[src/rtl/nand_fe_pkg.sv]
package nand_fe_pkg;
  localparam logic [7:0] CMD_RD_LO    = 8'h00;
  localparam logic [7:0] CMD_RD_HI    = 8'h01;
  localparam logic [7:0] CMD_RD_SPARE = 8'h50;
  localparam logic [7:0] CMD_IDENT    = 8'h90;
  localparam logic [7:0] CMD_STAT     = 8'h70;
  localparam logic [7:0] CMD_PG_SETUP = 8'h80;
  localparam logic [7:0] CMD_PG_GO    = 8'h10;
  localparam logic [7:0] CMD_ER_SETUP = 8'h60;
  localparam logic [7:0] CMD_ER_GO    = 8'hD0;
  localparam logic [7:0] CMD_RST      = 8'hFF;

  localparam logic [7:0] ID_TAIL_SMALL = 8'hC0;

  typedef enum logic [2:0] {
    MD_READ, MD_IDENT, MD_STAT, MD_PROG, MD_ERASE, MD_IDLE
  } fe_mode_e;
endpackage

[src/rtl/nand_fe_addr.sv]
module nand_fe_addr #(
  parameter int NBYTES = 4,
  localparam int AW    = 8 * NBYTES,
  localparam int CNT_W = $clog2(NBYTES + 1)
) (
  input  logic             clk_i,
  input  logic             rst_ni,
  input  logic             clr_i,
  input  logic             restart_i,
  input  logic             load_i,
  input  logic [7:0]       byte_i,
  output logic [AW-1:0]    addr_o,
  output logic [AW-1:0]    addr_nxt_o,
  output logic [AW-1:0]    addr_masked_o,
  output logic [CNT_W-1:0] cnt_o
);
  logic [CNT_W-1:0] cnt_q;

  for (genvar i = 0; i < NBYTES; i++) begin : g_lane
    logic [7:0] lane_q;
    logic       hit;
    assign hit = load_i && (cnt_q == CNT_W'(i));
    always_ff @(posedge clk_i or negedge rst_ni) begin
      if (!rst_ni)     lane_q <= '0;
      else if (clr_i)  lane_q <= '0;
      else if (hit)    lane_q <= byte_i;
    end
    assign addr_o[8*i +: 8]        = lane_q;
    assign addr_nxt_o[8*i +: 8]    = hit ? byte_i : lane_q;
    assign addr_masked_o[8*i +: 8] = (CNT_W'(i) < cnt_q) ? lane_q : 8'h00;
  end

  always_ff @(posedge clk_i or negedge rst_ni) begin
    if (!rst_ni)                                    cnt_q <= '0;
    else if (clr_i || restart_i)                    cnt_q <= '0;
    else if (load_i && cnt_q != CNT_W'(NBYTES))     cnt_q <= cnt_q + 1'b1;
  end

  assign cnt_o = cnt_q;
endmodule

[src/rtl/nand_fe_status.sv]
module nand_fe_status (
  input  logic       clk_i,
  input  logic       rst_ni,
  input  logic       clr_i,
  input  logic       busy_i,
  input  logic       done_i,
  input  logic       fail_i,
  input  logic       wp_ni,
  output logic [7:0] status_o
);
  logic ready_q, err_q;

  always_ff @(posedge clk_i or negedge rst_ni) begin
    if (!rst_ni) begin
      ready_q <= 1'b1;
      err_q   <= 1'b0;
    end else if (clr_i) begin
      ready_q <= 1'b1;
      err_q   <= 1'b0;
    end else begin
      if (busy_i)      ready_q <= 1'b0;
      else if (done_i) ready_q <= 1'b1;
      if (fail_i)      err_q   <= 1'b1;
    end
  end

  // protect bit is live, never stored
  assign status_o = {wp_ni, ready_q, 5'b00000, err_q};
endmodule

[src/rtl/nand_fe_idseq.sv]
module nand_fe_idseq #(
  parameter logic [7:0] MFR  = 8'hEC,
  parameter logic [7:0] DEV  = 8'h73,
  parameter logic [7:0] FILL = 8'hA5,
  parameter logic [7:0] TAIL = 8'hC0
) (
  input  logic       clk_i,
  input  logic       rst_ni,
  input  logic       clr_i,
  input  logic       load_i,
  input  logic       adv_i,
  output logic [7:0] byte_o
);
  logic [2:0] left_q;

  always_ff @(posedge clk_i or negedge rst_ni) begin
    if (!rst_ni)                      left_q <= '0;
    else if (clr_i)                   left_q <= '0;
    else if (load_i)                  left_q <= 3'd4;
    else if (adv_i && left_q != '0)   left_q <= left_q - 1'b1;
  end

  always_comb begin
    unique case (left_q)
      3'd4:    byte_o = MFR;
      3'd3:    byte_o = DEV;
      3'd2:    byte_o = FILL;
      3'd1:    byte_o = TAIL;
      default: byte_o = 8'h00;
    endcase
  end
endmodule

[src/rtl/nand_cmd_frontend.sv]
module nand_cmd_frontend
  import nand_fe_pkg::*;
#(
  parameter logic [7:0] MFR_ID      = 8'hEC,
  parameter logic [7:0] DEV_ID      = 8'h73,
  parameter logic [7:0] ID_FILL     = 8'hA5,
  parameter int         PAGE_SIZE   = 512,
  parameter int         ADDR_CYCLES = 3,
  localparam int        NBYTES      = ADDR_CYCLES + 1,
  localparam int        AW          = 8 * NBYTES,
  localparam int        COL_W       = $clog2(PAGE_SIZE) + 1,
  localparam int        CNT_W       = $clog2(NBYTES + 1)
) (
  input  logic             clk_i,
  input  logic             rst_ni,
  input  logic             ce_ni,
  input  logic             cle_i,
  input  logic             ale_i,
  input  logic             wp_ni,
  input  logic             we_i,
  input  logic             re_i,
  input  logic [7:0]       io_i,
  output logic [7:0]       io_o,
  input  logic [7:0]       buf_data_i,
  output logic             buf_rd_o,
  input  logic             op_done_i,
  input  logic             op_fail_i,
  output logic             start_read_o,
  output logic             start_program_o,
  output logic             start_erase_o,
  output logic [AW-1:0]    op_addr_o,
  output logic [COL_W-1:0] op_col_o
);
  fe_mode_e         mode_q;
  logic [COL_W-1:0] col_q;
  logic             cmd_stb, adr_stb, rd_en, stat_rd, is_rst;
  logic             go_read, go_prog, go_erase;
  logic [AW-1:0]    addr_cur, addr_nxt, addr_msk;
  logic [CNT_W-1:0] addr_cnt;
  logic [7:0]       status, id_byte, rd_val;

  assign cmd_stb = we_i && !ce_ni && cle_i;
  assign adr_stb = we_i && !ce_ni && ale_i && !cle_i;
  assign rd_en   = re_i && !ce_ni && !cle_i && !ale_i;
  assign stat_rd = rd_en && mode_q == MD_STAT;
  assign is_rst  = cmd_stb && io_i == CMD_RST;

  assign go_read  = adr_stb && mode_q == MD_READ && addr_cnt == CNT_W'(ADDR_CYCLES - 1);
  assign go_prog  = cmd_stb && io_i == CMD_PG_GO && wp_ni;
  assign go_erase = cmd_stb && io_i == CMD_ER_GO && wp_ni;

  nand_fe_addr #(.NBYTES(NBYTES)) u_addr (
    .clk_i, .rst_ni,
    .clr_i        (is_rst),
    .restart_i    (cmd_stb),
    .load_i       (adr_stb),
    .byte_i       (io_i),
    .addr_o       (addr_cur),
    .addr_nxt_o   (addr_nxt),
    .addr_masked_o(addr_msk),
    .cnt_o        (addr_cnt)
  );

  nand_fe_status u_stat (
    .clk_i, .rst_ni,
    .clr_i   (is_rst),
    .busy_i  (go_prog || go_erase),
    .done_i  (op_done_i),
    .fail_i  (op_fail_i),
    .wp_ni   (wp_ni),
    .status_o(status)
  );

  nand_fe_idseq #(.MFR(MFR_ID), .DEV(DEV_ID), .FILL(ID_FILL), .TAIL(ID_TAIL_SMALL)) u_id (
    .clk_i, .rst_ni,
    .clr_i (cmd_stb),
    .load_i(adr_stb && mode_q == MD_IDENT && addr_cnt == '0),
    .adv_i (rd_en && mode_q == MD_IDENT),
    .byte_o(id_byte)
  );

  always_ff @(posedge clk_i or negedge rst_ni) begin
    if (!rst_ni) begin
      mode_q <= MD_READ;
      col_q  <= '0;
    end else if (cmd_stb) begin
      unique case (io_i)
        CMD_RD_LO:    begin mode_q <= MD_READ; col_q <= '0; end
        CMD_RD_HI:    begin mode_q <= MD_READ; col_q <= COL_W'(256); end
        CMD_RD_SPARE: begin mode_q <= MD_READ; col_q <= COL_W'(PAGE_SIZE); end
        CMD_RST:      begin mode_q <= MD_READ; col_q <= '0; end
        CMD_IDENT:    mode_q <= MD_IDENT;
        CMD_STAT:     mode_q <= MD_STAT;
        CMD_PG_SETUP: mode_q <= MD_PROG;
        CMD_ER_SETUP: mode_q <= MD_ERASE;
        default:      mode_q <= MD_IDLE;
      endcase
    end
  end

  always_ff @(posedge clk_i or negedge rst_ni) begin
    if (!rst_ni) begin
      start_read_o    <= 1'b0;
      start_program_o <= 1'b0;
      start_erase_o   <= 1'b0;
      op_addr_o       <= '0;
      op_col_o        <= '0;
    end else begin
      start_read_o    <= go_read;
      start_program_o <= go_prog;
      start_erase_o   <= go_erase;
      if (go_read || go_prog || go_erase) op_col_o <= col_q;
      if (go_read)       op_addr_o <= addr_nxt;
      else if (go_prog)  op_addr_o <= addr_cur;
      else if (go_erase) op_addr_o <= {addr_msk[AW-9:0], 8'h00};
    end
  end

  always_comb begin
    rd_val = 8'h00;
    if (stat_rd)                             rd_val = status;
    else if (rd_en && mode_q == MD_IDENT)    rd_val = id_byte;
    else if (rd_en && mode_q == MD_READ)     rd_val = buf_data_i;
  end

  always_ff @(posedge clk_i or negedge rst_ni) begin
    if (!rst_ni) io_o <= 8'h00;
    else         io_o <= rd_val;
  end

  assign buf_rd_o = rd_en && mode_q == MD_READ;
endmodule

[config.mk]
export PLATFORM = sky130hd
export DESIGN_NAME = nand_cmd_frontend
export DESIGN_NICKNAME = d
export VERILOG_FILES = /design/src/rtl/nand_fe_pkg.sv /design/src/rtl/nand_fe_addr.sv /design/src/rtl/nand_fe_status.sv /design/src/rtl/nand_fe_idseq.sv /design/src/rtl/nand_cmd_frontend.sv
export SDC_FILE = /design/constraint.sdc
export NUM_CORES = 1
export LEC_CHECK = 0
export CORE_ASPECT_RATIO = 1.75
export CORE_MARGIN = 2
export CORE_UTILIZATION = 45
export DETAILED_ROUTE_END_ITERATION = 8
export HOLD_SLACK_MARGIN = 0.12
export PLACE_DENSITY_LB_ADDON = 0.25
export SLEW_MARGIN = 25
export SYNTH_ARGS = -nofsm -noshare
export SYNTH_HDL_FRONTEND = slang
export SYNTH_SLANG_ARGS = --single-unit
[constraint.sdc]
create_clock -name clk_i -period 3.8 [get_ports clk_i]
set_input_delay 0.95 -clock clk_i [delete_from_list [all_inputs] [get_ports clk_i]]
set_output_delay 0.95 -clock clk_i [all_outputs]
set_load 0.05 [all_outputs]
==> metrics.yaml <==
ir_drop_uv: 503
syn_inst: 432
synth_fa_ha_area_frac: 0.0255
grt_max_degree: 74
dpl_worst_slack_ps: 184
rows: 47
place.gp.congestion: 0.884
power_frac_clock: 0.348
antenna_found_initial: 0
synth-compound-area-share: 0.185
fmax_mhz: 277
total_power_mw: 2.69
top_layer: "met4"
critPathArrivalTime_ps: 2660
crit_required_ps: 2850
start_util: 0.466
fillers: 822
met2_length_um: 6320
seq_area_frac_synth: 0.511
power.net_switching_uw: 805
wl_met1_um: 4590
yosysWarningCount: 0
p_int_mw: 1.89
period_share: 0.949
finalClockSkew_ps: 5.33
first_iter_violations: 251
dp_cells: 615
synth-async-reset-ratio: 1.00
synth_simple_gate_area_frac: 0.154
ys_seq_elements: 90
slew_violations: 0
drc: 0
grt_pass1_wl_um: 19600
synth_flop_cell: "dfrtp_1"
synth_xor_area_frac: 0.00397
startpoint_type: "input port"
drt_wl_total_um: 12100
syn2layout_area_growth_pct: 27.0
synth_top_area_frac: 0.505
die-area_um2: 10600
postSynthAreaPerCell_um2: 10.2
pwr-share-seq: 0.472
routed-via-count: 3700
grt_pass1_vias: 3810
status: "complete, no violations"
synth_edf_count: 0
root_buffer: "clkbuf_16"
netlist_area_um2: 4410
nets: 539
cts.repair.resized: 0
power.leakage_nw: 2.51
htree_num_levels: 3
wl_per_cell_um: 19.2
setup_tns_ps: 0
tightestPinTransition_ps: 938
setup_viol: 0
antenna_cells: 0
synthTopCellsByCount: "dfrtp_1, nor2_1, nand2_1"
crit_fanout: 5
drv_cap: 0
power_density_nw_per_um2: 481
cts_tree: "done"
critical_path_class: "input port to primary output"
final_core_util: 0.591
fp.dieW_um: 78.8
drt_pass1_iterations: 5
rsz0062_at_grt: "false"
max_slew_margin: 0.375
synth_top_family_by_area: "compound AO/OA/AOI/OAI gates"
place_hpwl_um: 8430
yosys.area.top_type: "dfrtp_1"
worstSkewPairLatency_ps: 340
grt_remaining_overflow: 0
die_h_um: 135
min_period_ps: 3610
final_hold_viol_count: 0
drive_above_1_share: 0.0982
numCtsBuffers: 9
ctsHoldBuffers: 0
dr_wl_met3_um: 747
portBuffers: 71
clk_pin_slew_ps: 70
clock-sinks: 90
muxShareOfSynthArea: 0.0667
synth.distinct_cells: 55
end_kind: "primary output"
drtAntennaViolNets: 0
hold_class: "register to register"
yosysMostFrequentCell: "dfrtp_1"
switching_share: 0.299
fin_ws_ps: 195
clk_path_buf_depth: 2
gr-usage-all-layers: 0.240
instances_no_fill: 631
yosys-top-cells-area: "dfrtp_1, mux2i_1, nor2_1, a22oi_1, a21o_1"
post-cts-setup-buffers: 0
coreArea_um2: 9470
power_frac_comb: 0.180
vias_per_cell: 5.86
ios: 80
-- area by class of cell --
type,instances,area [µm²],share of cell area
Clock buffer,11,233,0.0416
Clock inverter,5,78.8,0.0141
Inverter,9,33.8,0.00603
Multi-Input combinational cell,302,1970,0.352
Sequential cell,90,2250,0.403
Tap cell,122,153,0.0273
Timing Repair Buffer,92,876,0.156
-- worst paths after layout --
| path | start | to | slack [ps] | depth (start not counted) |
|---|---|---|---|---|
| max | ale_i | buf_rd_o | 190 | 4 |
| max in group asynchronous | rst_ni | op_addr_o[12] | 2350 | 2 |
| max reg2reg | u_addr.cnt_o[0] | op_addr_o[22] | 980 | 8 |
| min | op_addr_o[29] | op_addr_o[29] | 480 | 1 |
| min in group asynchronous | rst_ni | u_addr.cnt_o[2] | 750 | 1 |
| min reg2reg | op_addr_o[29] | op_addr_o[29] | 480 | 1 |
-- power groups by stage --
stage | Clock [mW] | Combinational, mW | Sequential, mW
floorplan | 0 | 0.326 | 1.25
global placement | 0 | 0.468 | 1.28
detailed placement | 0 | 0.485 | 1.29
finish | 0.936 | 0.486 | 1.27
global route | 0.989 | 0.549 | 1.29
CTS | 0.949 | 0.489 | 1.27
-- critical path, cell delays in order --
cell and delay (ps):
clkdlybuf4s50_1 460, or4b_2 790, nor4_4 270, buf_12 180
-- metal layers --
layer | track usage | up-vias
met1 | 0.283 | 1819
met4 | 0.121 | 0
met3 | 0.0461 | 29
met2 | 0.414 | 150
li1 | - | 1702
met5 | 0 | -
-- sequential cells by signal (all words and copies together) (netlist names) --
signal                cells
io_o                      8
u_addr.cnt_o              3
mode_q                    3
u_stat.ready_q            1
start_erase_o             1
start_read_o              1
u_stat.err_q              1
op_addr_o                32
u_addr.g_lane.lane_q     32
col_q                     2
start_program_o           1
u_id.left_q               3
op_col_o                  2
-- metrics by stage --
stage | hold WS, ps | cell area (µm²)
2_1_floorplan | 464 | 4440
3_3_place_gp | 461 | 5290
3_5_place_dp | 466 | 5290
4_1_cts | 481 | 5600
5_1_grt | 497 | 5600
6_report | 477 | 5600
-- layout by cell type, fill, tap and decap left out, types with 3 or more instances in the layout --
cell	count
clkbuf_16	9
nor3_1	9
ha_1	9
nand3_1	17
o21ai_0	8
nor2b_1	4
nand4_1	3
a21o_1	16
nand2_1	31
buf_4	22
inv_1	8
nand2b_1	3
dfrtp_1	89
a221o_1	7
mux2i_1	26
a21oi_1	17
nor2_1	51
o22ai_1	17
mux2_2	3
clkdlybuf4s50_1	69
a31oi_1	4
a22oi_1	24
conb_1	8
o211ai_1	12
-- logic make-up (layout without fill, tap and decap cells) --
group / Yosys count / after routing
buffers and inverters: 47 / 117
AOI/OAI and AO/OA: 116 / 116
muxes: 29 / 29
DFF: 90 / 90
other: 1 / 8
adders and majority gates: 9 / 9
and+or+nand+nor: 138 / 138
xor gates and xnor gates: 2 / 2
(Power assumes the default switching activity.)
